**src/rtl/wdgen_pkg.sv**
```systemverilog
package wdgen_pkg;

    typedef enum logic [2:0] {
        ST_IDLE   = 3'd0,
        ST_FETCH  = 3'd1,
        ST_WAIT   = 3'd2,
        ST_SEND   = 3'd3,
        ST_FINISH = 3'd4
    } wd_state_e;

    localparam int CODE_W = 3;

endpackage

```
**src/rtl/wdgen_strobe_dec.sv**
```systemverilog
module wdgen_strobe_dec #(
    parameter int DW     = 64,
    parameter int STRB_W = DW / 8
) (
    input  logic [2:0]        code,
    output logic [STRB_W-1:0] strb
);

    generate
        if (DW == 64) begin : g_w64
            always_comb begin
                if (code == 3'd0) begin
                    strb = '1;
                end else begin
                    strb = STRB_W'((16'd1 << code) - 16'd1);
                end
            end
        end else if (DW == 32) begin : g_w32
            always_comb begin
                unique case (code)
                    3'b100:  strb = STRB_W'(4'h1);
                    3'b101:  strb = STRB_W'(4'h3);
                    3'b110:  strb = STRB_W'(4'h7);
                    default: strb = '1;
                endcase
            end
        end else begin : g_wide
            logic code_unused;
            assign code_unused = ^code;
            assign strb = '1;
        end
    endgenerate

endmodule

```
**src/rtl/wdgen_beat_track.sv**
```systemverilog
module wdgen_beat_track #(
    parameter int IDX_W = 13,
    parameter int LEN_W = 8
) (
    input  logic             clk,
    input  logic             rst_n,
    input  logic             load,
    input  logic             advance,
    input  logic [IDX_W-1:0] idx_in,
    input  logic [LEN_W-1:0] len_in,
    output logic [IDX_W-1:0] addr,
    output logic             is_last
);

    logic [LEN_W-1:0] remain_q;
    logic [IDX_W-1:0] addr_q;

    always_ff @(posedge clk or negedge rst_n) begin
        if (!rst_n) begin
            remain_q <= '0;
            addr_q   <= '0;
        end else if (load) begin
            remain_q <= len_in;
            addr_q   <= idx_in;
        end else if (advance) begin
            remain_q <= remain_q - 1'b1;
            addr_q   <= addr_q + 1'b1;
        end
    end

    assign addr    = addr_q;
    assign is_last = (remain_q == '0);

endmodule

```
**src/rtl/wdgen_ctrl.sv**
```systemverilog
module wdgen_ctrl
    import wdgen_pkg::*;
(
    input  logic      clk,
    input  logic      rst_n,
    input  logic      cmd_valid,
    input  logic      wready,
    input  logic      is_last,
    output wd_state_e state,
    output logic      cmd_ready,
    output logic      load,
    output logic      rd_en,
    output logic      capture,
    output logic      wvalid,
    output logic      advance,
    output logic      done
);

    wd_state_e state_q, state_d;

    always_ff @(posedge clk or negedge rst_n) begin
        if (!rst_n) begin
            state_q <= ST_IDLE;
        end else begin
            state_q <= state_d;
        end
    end

    always_comb begin
        state_d   = state_q;
        cmd_ready = 1'b0;
        load      = 1'b0;
        rd_en     = 1'b0;
        capture   = 1'b0;
        wvalid    = 1'b0;
        advance   = 1'b0;
        done      = 1'b0;
        unique case (state_q)
            ST_IDLE: begin
                cmd_ready = 1'b1;
                if (cmd_valid) begin
                    load    = 1'b1;
                    state_d = ST_FETCH;
                end
            end
            ST_FETCH: begin
                rd_en   = 1'b1;
                state_d = ST_WAIT;
            end
            ST_WAIT: begin
                capture = 1'b1;
                state_d = ST_SEND;
            end
            ST_SEND: begin
                wvalid = 1'b1;
                if (wready) begin
                    advance = 1'b1;
                    state_d = is_last ? ST_FINISH : ST_FETCH;
                end
            end
            ST_FINISH: begin
                done    = 1'b1;
                state_d = ST_IDLE;
            end
            default: state_d = ST_IDLE;
        endcase
    end

    assign state = state_q;

endmodule

```
**src/rtl/wdgen_top.sv**
```systemverilog
module wdgen_top
    import wdgen_pkg::*;
#(
    parameter int DW     = 64,
    parameter int IDX_W  = 13,
    parameter int LEN_W  = 8,
    localparam int STRB_W = DW / 8
) (
    input  logic              clk,
    input  logic              rst_n,
    input  logic              cmd_valid,
    output logic              cmd_ready,
    input  logic [IDX_W-1:0]  cmd_index,
    input  logic [LEN_W-1:0]  cmd_len,
    input  logic [2:0]        cmd_last_code,
    output logic              mem_rd_en,
    output logic [IDX_W-1:0]  mem_rd_addr,
    input  logic [DW-1:0]     mem_rd_data,
    output logic              wvalid,
    input  logic              wready,
    output logic [DW-1:0]     wdata,
    output logic [STRB_W-1:0] wstrb,
    output logic              wlast,
    output logic              done
);

    wd_state_e          state;
    logic               load, capture, advance, is_last;
    logic [2:0]         code_q;
    logic [STRB_W-1:0]  last_strb;
    logic [DW-1:0]      wdata_q;
    logic [STRB_W-1:0]  wstrb_q;
    logic               wlast_q;
    logic               state_unused;

    assign state_unused = ^state;

    wdgen_ctrl u_ctrl (
        .clk       (clk),
        .rst_n     (rst_n),
        .cmd_valid (cmd_valid),
        .wready    (wready),
        .is_last   (is_last),
        .state     (state),
        .cmd_ready (cmd_ready),
        .load      (load),
        .rd_en     (mem_rd_en),
        .capture   (capture),
        .wvalid    (wvalid),
        .advance   (advance),
        .done      (done)
    );

    wdgen_beat_track #(.IDX_W(IDX_W), .LEN_W(LEN_W)) u_track (
        .clk     (clk),
        .rst_n   (rst_n),
        .load    (load),
        .advance (advance),
        .idx_in  (cmd_index),
        .len_in  (cmd_len),
        .addr    (mem_rd_addr),
        .is_last (is_last)
    );

    wdgen_strobe_dec #(.DW(DW)) u_strb (
        .code (code_q),
        .strb (last_strb)
    );

    always_ff @(posedge clk or negedge rst_n) begin
        if (!rst_n) begin
            code_q <= '0;
        end else if (load) begin
            code_q <= cmd_last_code;
        end
    end

    always_ff @(posedge clk or negedge rst_n) begin
        if (!rst_n) begin
            wdata_q <= '0;
            wstrb_q <= '0;
            wlast_q <= 1'b0;
        end else if (capture) begin
            wdata_q <= mem_rd_data;
            wstrb_q <= is_last ? last_strb : '1;
            wlast_q <= is_last;
        end
    end

    assign wdata = wdata_q;
    assign wstrb = wstrb_q;
    assign wlast = wlast_q;

endmodule

```
**config.mk**
```make
export PLATFORM = sky130hd
export DESIGN_NAME = wdgen_top
export DESIGN_NICKNAME = d
export VERILOG_FILES = /design/src/rtl/wdgen_pkg.sv /design/src/rtl/wdgen_strobe_dec.sv /design/src/rtl/wdgen_beat_track.sv /design/src/rtl/wdgen_ctrl.sv /design/src/rtl/wdgen_top.sv
export SDC_FILE = /design/constraint.sdc
export NUM_CORES = 1
export LEC_CHECK = 0
export BUFFER_PORTS_ARGS = -buffer_cell sky130_fd_sc_hd__buf_4
export CORE_MARGIN = 5
export CORE_UTILIZATION = 40
export CTS_CLUSTER_DIAMETER = 150
export CTS_CLUSTER_SIZE = 25
export DETAILED_ROUTE_END_ITERATION = 10
export GPL_TIMING_DRIVEN = 0
export PLACE_DENSITY_LB_ADDON = 0.2
export SLEW_MARGIN = 20
export SYNTH_ARGS = -nofsm -noshare
export SYNTH_HDL_FRONTEND = slang
export SYNTH_HIERARCHICAL = 1
export SYNTH_SLANG_ARGS = --single-unit
```
**constraint.sdc**
```tcl
create_clock -name clk -period 2.05 [get_ports clk]
set_input_delay 0.205 -clock clk [delete_from_list [all_inputs] [get_ports clk]]
set_output_delay 0.205 -clock clk [all_outputs]
set_load 0.03 [all_outputs]
```
== Word-level counts from Yosys, hierarchy flattened ==
Index checks and enable logic that the tools add are counted.
Widths: inputs -> output; s select.

* Bits in registers: 100
* Bits of input ports: 92
* Output and inout port bits: 90
* Logic and storage cells: 41

* Add/sub/neg operators: 3
* Equality and inequality tests: 6
* Shifts and indexed selects: 1
* Multiplexer cells: 19
* Reduce and logical (&&, ||, !) cells: 5

{| class="wikitable"
|+ Operators with widths
! cell !! number
|-
| $mux 8 || 4
|-
| $mux 13 || 2
|-
| $sub 8x1->8 const B || 2
|-
| $add 13x1->13 const B || 1
|-
| $pmux 3 s4 || 1
|-
| $mux 1 || 9
|-
| $mux 3 || 3
|-
| $logic_not 8->1 || 1
|-
| $shl 1x3->8 const A || 1
|-
| $eq 3x2->1 const B || 2
|-
| $logic_not 3->1 || 2
|-
| $ne 2x2->1 const B || 2
|-
| $eq 3x1->1 const B || 1
|-
| $eq 3x3->1 const B || 1
|-
| $reduce_and 2->1 || 1
|-
| $reduce_bool 2->1 || 1
|}

== Logic depth before layout (Yosys ltp) ==
Gate-level depths: netlist of the first run.

* Word-level depth: 4
* Gate-level depth with buffers: 6
* Gate-level depth less buffers: 6

== Cells and area by module ==
Netlist of the first run, hierarchy kept.

{| class="wikitable"
|+ By module, submodules not included
! module !! instances !! cells an instance !! area an instance (um^2) !! seq. area each (um^2)
|-
| wdgen_top || 1 || 178 || 3165.5 || 1901.8
|-
| wdgen_beat_track || 1 || 123 || 1159.9 || 525.5
|-
| wdgen_ctrl || 1 || 19 || 168.9 || 75.1
|-
| wdgen_strobe_dec || 1 || 15 || 81.3 || 0.0
|}

== Worst setup path after synthesis of the first run ==
Ideal clock, no wire load.

* Path type: reg2reg
* From: reg u_track.remain_q[4]
* To: reg wstrb_q[5] (netlist: wstrb[5])
* Setup time: 0.121 ns
* Data arrival time: 1.660 ns
* Data required time: 1.929 ns
* Setup slack: 0.268 ns
* Stages on the path, launching flop included: 6
* Buffers on the path: 1
* Period minus slack after synthesis: 1.782 ns
* Cells stage by stage: dfrtp_1 -> or4_4 -> nor4b_1 -> buf_2 -> nand2_1 -> o22a_1

* Word-level cells in the longest chain between the ends: 2

{| class="wikitable"
|+ Ends and longest elaborated chain
! item !! RTL line !! text
|-
| start: declaration || wdgen_beat_track.sv:15 || <nowiki>logic [LEN_W-1:0] remain_q;</nowiki>
|-
| start signal: assignment || wdgen_beat_track.sv:23 || <nowiki>remain_q <= len_in;</nowiki>
|-
| start signal: assignment || wdgen_beat_track.sv:26 || <nowiki>remain_q <= remain_q - 1'b1;</nowiki>
|-
| $logic_not 8->1 || wdgen_beat_track.sv:32 || <nowiki>assign is_last = (remain_q == '0);</nowiki>
|-
| net is_last || wdgen_top.sv:28 || <nowiki>logic load, capture, advance, is_last;</nowiki>
|-
| $mux 8 || wdgen_top.sv:85 || <nowiki>wstrb_q <= is_last ? last_strb : '1;</nowiki>
|-
| end signal: assignment || wdgen_top.sv:85 ||
|-
| end: declaration || wdgen_top.sv:32 || <nowiki>logic [STRB_W-1:0] wstrb_q;</nowiki>
|}

The timed path passes the listed nets, and every way through them passes these cells.
A chain may end at the register's enable or synchronous reset.

== Worst setup path in the final report of the first run ==
* From: reg u_ctrl.state_q[2] (netlist: u_ctrl/state[2])
* To: reg u_track.addr_q[12] (netlist: u_track/addr[12])

* Word-level cells in the longest chain between the ends: 3
* Elaborated cells on any way between the ends: 6
* Those cells by class: eq/ne: 1; mux: 3; reduce/logical: 2

{| class="wikitable"
|+ Ends and longest elaborated chain
! item !! RTL line !! text
|-
| start: declaration || wdgen_ctrl.sv:19 || <nowiki>wd_state_e state_q, state_d;</nowiki>
|-
| start signal: assignment || wdgen_ctrl.sv:25 || <nowiki>state_q <= state_d;</nowiki>
|-
| $eq 3x2->1 || wdgen_ctrl.sv:38 || <nowiki>unique case (state_q)</nowiki>
|-
| $mux 1 || wdgen_ctrl.sv:38 ||
|-
| net advance || wdgen_top.sv:28 ||
|-
| $reduce_bool 2->1 (no line) || -- ||
|-
| end signal: assignment || wdgen_beat_track.sv:24 || <nowiki>addr_q <= idx_in;</nowiki>
|-
| end signal: assignment || wdgen_beat_track.sv:27 || <nowiki>addr_q <= addr_q + 1'b1;</nowiki>
|-
| end: declaration || wdgen_beat_track.sv:16 || <nowiki>logic [IDX_W-1:0] addr_q;</nowiki>
|}

The timed path passes the listed nets, and every way through them passes these cells.

==> impl_results.md, run 1 <==
- Via count: 3182
- Peak supply drop: 1.08 mV
- Largest net degree at the start of global routing: 101
- Int Pwr: 6770 µW
- Cells after Synth: 335
- Clk_skew: 0.00934 ns
- # diodes: 0
- # IOs: 182
- Crit-path max cell delay: 0.47 ns
- Max-cap viol count: 0
- Die Width: 117 µm
- CTS max path bufs: 2
- Root Buffer Master: clkbuf_16
- Std cell rows: 39
- Tot GR Track Use: 14.6%
- Synthesis Warnings: 6
- Fill count: 978
- Max Fclk: 516 MHz
- Post-synthesis sequential area ratio: 54.7%
- DP HPWL: 7790 µm
- Setup Viol. Count Final: 0
- Core Region: 11300 µm²
- I/O Buffers: 181
- Final min period: 1.94 ns
- #FFs+latches synth: 100
- Crit path max fanout: 10
- Post-synth cell types: 40
- Detail Route Antenna Nets: 0
- Clk Latency, worst-skew pair: 0.34 ns
- Least-Margin Pin Slew: 0.897 ns
- Hold Violations, Final: 39
- Cts bufs inserted: 9
- Clk network pwr share: 15.2%
- Hold slack: -0.0502 ns
- Violated checks: hold timing
- Vias per std cell: 4.71
- Sw frac: 40.2%
- Synth area leaders: dfrtp_1 (55%), mux2_4 (21%), nand2_1 (2.7%)
- Gpl congestion: 0.859
- Layout cells sized above 1: 54.3%
- Nets@finish: 622
- Initial antenna violation count: 0
- Initial Utilization: 40.4%
- Combinational power share: 52.7%
- Status: finished, violations left
- WP data arrival: 2.16 ns
- Crit path max-delay family: simple AND/OR/NAND/NOR gates
- Power Density: 1750 nW/µm²
- Share of power burned in registers: 32.0%
- Hold/Removal Path Class: input pin to asynchronous set/reset pin
- Total Wirelength: 10500 µm
- RSZ-0062 raised after global routing: false
- Post-CTS setup buffer count: 0
- Period utilisation layout: 94.5%
- P_sw: 4560 µW
- Synth Cell Area: 4580 µm²
- DR iter-0 viols: 108
- Htree depth: 3
- WS Path Type: flop to flop
- Average size of a mapped cell: 13.7 µm²
- Final core utilization: 57.1%
- Area leader, netlist: dfrtp_1
- R2r setup slk: 0.11 ns
- CP cell instances: and4b_1, buf_4, nand4_1, nor4_2, xor2_1, mux2_2
- Worst path required time: 2.27 ns
- Crit. End Element: flop
- Die H: 117 µm
- DRC errors left: 0
- Fin. max-slew vios: 0
- GRT overflow: 0
- Post-synth top area share: 54.7%
- CTS tree: yes
- DR WL/cell: 15.5 µm
- Max-slew headroom: 40.2%
- First-pass GRT wire length: 15700 µm
- Startpoint Class: flop
- Vias in the first global route: 3172
- Leakage: 0.00309 µW
- Clk slew on worst S/H paths: 0.08 ns
- Clock tree sinks: 100
- Drt pass-1 iters: 4
- Synthesized net count: 430
- Full die area: 13700 µm²
- Slowest-stage cell, CP: dfrtp_1
- Area grow syn2layout: 41.2%
- Buf/Inv on CP: 1
[final timing paths]
kind | startpoint | end | cells after the start
min in group clk | cmd_len[1] | u_track/remain_q[1]$_DFFE_PN0P_ | 3
hold reg to reg | wstrb[5]$_DFFE_PN0P_ | wstrb[5]$_DFFE_PN0P_ | 1
hold / removal | rst_n | wdata[26]$_DFFE_PN0P_ | 1
max in group asynchronous | rst_n | u_track/addr[7]$_DFFE_PN0P_ | 1
setup reg to reg | u_ctrl/state[2]$_DFFE_PN0P_ | u_track/addr[12]$_DFFE_PN0P_ | 6
setup / recovery | u_ctrl/state[2]$_DFFE_PN0P_ | u_track/addr[12]$_DFFE_PN0P_ | 6
[routing by layer]
layer | share of wire, % | vias to the layer above | GRT usage [%]
li1 | - | 1537 | -
met1 | 43 | 1507 | 20.0
met2 | 46 | 128 | 23.0
met3 | 9.4 | 10 | 3.60
met4 | 1.1 | 0 | 4.59
met5 | 0 | - | 0
[power groups by stage]
stage	Sequential [µW]	Clock, µW	Combinational, µW
final	3630	1730	5980
after global routing	3770	1870	6310
after CTS	3630	1790	6030
after detailed placement	3650	0	5990
after global placement	3600	0	5940
after floorplan	5120	0	2520
[logic make-up (layout without fill, tap and decap cells)]
kind of cell | Yosys count | in the layout | synth area share, %
and+or+nand+nor | 77 | 77 | 8.94
AOI/OAI and AO/OA | 34 | 34 | 4.24
DFF | 100 | 100 | 54.7
other | 1 | 1 | 0.0820
adders and majority gates | 3 | 3 | 0.820
xor gates and xnor gates | 20 | 20 | 3.83
buffers and inverters | 31 | 228 | 5.28
muxes | 69 | 69 | 22.1
[state kept, by name, summed over array words and instances (netlist names)]
name	flops
u_track/remain_q	8
wdata	64
wstrb	8
u_track/addr	13
code_q	3
wlast	1
u_ctrl/state	3
[layout make-up]
class | count | area, µm² | area share, %
clock inverter | 7 | 83.8 | 1.30
tap | 143 | 179 | 2.77
buffer | 16 | 185 | 2.87
clock buffer | 9 | 225 | 3.49
inverter | 15 | 56.3 | 0.872
multi-input combinational | 204 | 1860 | 28.9
timing repair buffer | 181 | 1360 | 21.1
sequential | 100 | 2500 | 38.7
[what timing repair did]
action                     4_1_cts  5_1_grt
hold buffers                     0        0
setup endpoints to repair       21       12
gates resized for setup          2        3
pin swaps                        0        0
[cell usage in the layout, fill, tap and decap left out, types with 2 or more instances in the layout]
cell type    n
nor4_2       3
nand3_1      3
mux2_2       5
mux2_4      63
nand2b_1     3
dfrtp_1    100
nand4_1      2
nand2_1     33
buf_6        3
nor3_1       5
buf_12       6
clkbuf_1     4
buf_4      183
inv_1       15
a211oi_1     2
o21ai_0     21
nor2_1      13
ha_1         3
a31oi_1      7
xnor2_1     13
clkbuf_16    9
clkinv_4     3
xor2_1       7
and3_1       3
[per-stage QoR]
stage	area, µm²	TNS, ns	power, µW	setup WS [ns]	std cells
floorplan	4580	0	7640	0.268	335
detailed placement	6120	-3.00	9640	-0.195	659
global placement	6110	-2.53	9540	-0.146	659
CTS	6440	0	11500	0.0895	675
global route	6460	0	12000	0.0291	675
finish	6460	0	11300	0.112	675
[synthesized netlist by cell type]
cell type and instances:
a211oi_1 2, a31oi_1 7, and2_1 1, and3_1 3, and3_2 1, and4_1 1, and4b_1 1, buf_12 6
buf_2 1, buf_4 3, buf_6 2, clkbuf_1 4, conb_1 1, dfrtp_1 100, ha_1 3, inv_1 15
mux2_2 5, mux2_4 63, mux2i_1 1, nand2_1 33, nand2b_1 3, nand3_1 3, nand4_1 2, nand4_4 1
nor2_1 13, nor3_1 6, nor3_2 1, nor4_1 2, nor4_2 2, nor4b_1 1, o21ai_0 21, o21ai_1 1
o21ai_2 1, o21bai_1 1, o22a_1 1, or3_4 1, or3b_2 1, or4_4 1, xnor2_1 13, xor2_1 7
Power figures use the tool's default switching activity.
==> inputs of run 2 (changes only) <==
--- a/config.mk
+++ b/config.mk
@@ -7,7 +7,7 @@
 export LEC_CHECK = 0
 export BUFFER_PORTS_ARGS = -buffer_cell sky130_fd_sc_hd__buf_4
 export CORE_MARGIN = 5
-export CORE_UTILIZATION = 40
+export CORE_UTILIZATION = 49
 export CTS_CLUSTER_DIAMETER = 150
 export CTS_CLUSTER_SIZE = 25
 export DETAILED_ROUTE_END_ITERATION = 10
==> impl_results.md, run 2 (synthesized netlist as in run 1, its figures left out) <==
- Largest net degree at the start of global routing: 101
- Stages on worst setup path: 6
- Max reg flops: 64
- Status: finished, final reports clean
- Share of power burned in registers: 33.4%
- Total power: 10900 µW
- Peak supply drop: 0.816 mV
- Crit path max-delay family: simple AND/OR/NAND/NOR gates
- Fin. max-slew vios: 0
- Least-Margin Pin Slew: 0.876 ns
- Max-cap viol count: 0
- Tot GR Track Use: 18.8%
- DR iter-0 viols: 117
- First-pass GRT wire length: 16900 µm
- Initial Utilization: 50.0%
- Power Density: 1720 nW/µm²
- Root Buffer Master: clkbuf_8
- # diodes: 0
- Clock tree sinks: 100
- Die Width: 107 µm
- Slowest-stage cell, CP: dfrtp_1
- Gpl congestion: 0.870
- Hold Path Stages: 3
- Leakage: 0.00304 µW
- Initial antenna violation count: 0
- I/O Buffers: 181
- CTS tree: yes
- Std cell rows: 35
- Full die area: 11400 µm²
- R2R cell count: 6
- Total Wirelength: 10800 µm
- Hold/Removal Path Class: input pin to flop
- Core Region: 9150 µm²
- DR WL/cell: 16.7 µm
- Worst Min Path Start: cmd_index[7]
- CP cell instances: and4b_1, buf_4, nand4_1, nor4_2, xor2_1, mux2_2
- # IOs: 182
- Die H: 107 µm
- Startpoint Class: flop
- DP HPWL: 8090 µm
- Period utilisation layout: 95.0%
- Drt pass-1 iters: 4
- Crit. End Element: flop
- Clk_skew: 0.0110 ns
- Cts bufs inserted: 9
- Max-slew headroom: 41.6%
- Hold Violations, Final: 0
- Htree depth: 3
- Commonest non-fill, non-tap cell in the layout: buf_4
- Layout cells sized above 1: 54.0%
- Final cell count without fillers: 644
- WS Path Type: flop to flop
- Via count: 3221
- Clk Latency, worst-skew pair: 0.35 ns
- Combinational power share: 55.2%
- Placed Cells incl. Taps: 627
- P_sw: 4510 µW
- DRC errors left: 0
- Max Fclk: 513 MHz
- Buf/Inv on CP: 1
- Int Pwr: 6380 µW
- Crit-path max cell delay: 0.48 ns
- Post-CTS setup buffer count: 0
- Worst R2R Start: u_ctrl/state[2]$_DFFE_PN0P_
- Commonest cells after routing, fill and taps aside: buf_4 (183), dfrtp_1 (100), mux2_4 (63), nand2_1 (33), o21ai_0 (21)
- Detail Route Antenna Nets: 0
- Vias in the first global route: 3278
- Clk slew on worst S/H paths: 0.10 ns
- CTS max path bufs: 2
- GRT overflow: 0
- WP data arrival: 2.19 ns
- Crit path max fanout: 10
- Final min period: 1.95 ns
- Sw frac: 41.4%
- Setup Viol. Count Final: 0
- Total negative slack: 0 ns
- Vias per std cell: 5.00
- Area grow syn2layout: 38.0%
- Nets@finish: 623
- Clk network pwr share: 11.4%
- Crit path from: u_ctrl/state[2]$_DFFE_PN0P_
- Worst path required time: 2.29 ns
-- run 2: cell types whose count changed in the layout (fill, tap and decap cells not counted), sizes merged --
cell and delta:
clkbuf +1, clkinv -1, clkinvlp +1, dlygate4sd3 +1, inv -1
-- run 2: metrics by stage --
step / hold WS [ns] / setup WS, ns / area [µm²] / utilization [%]
floorplan: -0.0906 / 0.268 / 4580 / -
global placement: 0.412 / -0.139 / 6070 / 66.4
detailed placement: 0.369 / -0.0635 / 6080 / 66.5
CTS: 0.0386 / 0.110 / 6300 / 68.8
global route: 0.0370 / -0.0164 / 6310 / 69.0
finish: 0.0582 / 0.102 / 6310 / 69.0
-- run 2: cell type report --
class | instances | area (µm²)
repair buffers | 182 | 1370
inverters | 15 | 56.3
plain buffers | 16 | 185
flip-flops and latches | 100 | 2500
well taps | 111 | 139
fillers | 688 | 2840
multi-input cells | 204 | 1860
clock inverters | 6 | 73.8
clock buffers | 10 | 128
-- run 2: worst paths after layout --
check,endpoint,slack [ns]
worst max-delay path,u_track/addr[12]$_DFFE_PN0P_,0.10
max in group asynchronous,u_ctrl/state[0]$_DFFE_PN0P_,0.96
worst min-delay path,u_track/addr[7]$_DFFE_PN0P_,0.06
worst min register to register,wdata[63]$_DFFE_PN0P_,0.52
worst max register to register,u_track/addr[12]$_DFFE_PN0P_,0.10
min in group asynchronous,wdata[33]$_DFFE_PN0P_,0.50
-- run 2: timing repair --
action,CTS,global route
hold buffers,1,0
hold endpoints to repair,100,0
setup endpoints to repair,1,2
gates resized for setup,1,2
-- run 2: tightest hold or removal path, delay by kind of cell --
kind	cells	cell delay (ns)
AO/OA/AOI/OAI	1	0.05
buffers and inverters	1	0.08
AND/OR/NAND/NOR	1	0.04
-- run 2: power groups by stage --
stage	clock network, µW	logic (µW)	registers [µW]
after global routing	1360	6310	3760
after detailed placement	0	6020	3660
after CTS	1290	6060	3630
final	1250	6010	3630
after floorplan	0	2520	5120
after global placement	0	5940	3580
-- run 2: routing by layer --
metal | GRT usage, % | up-vias | share of wire, %
met2 | 32.9 | 120 | 51
met4 | 3.93 | 0 | 0.85
met3 | 6.14 | 6 | 7.5
met5 | 0 | - | 0
li1 | - | 1534 | -
met1 | 22.7 | 1561 | 41
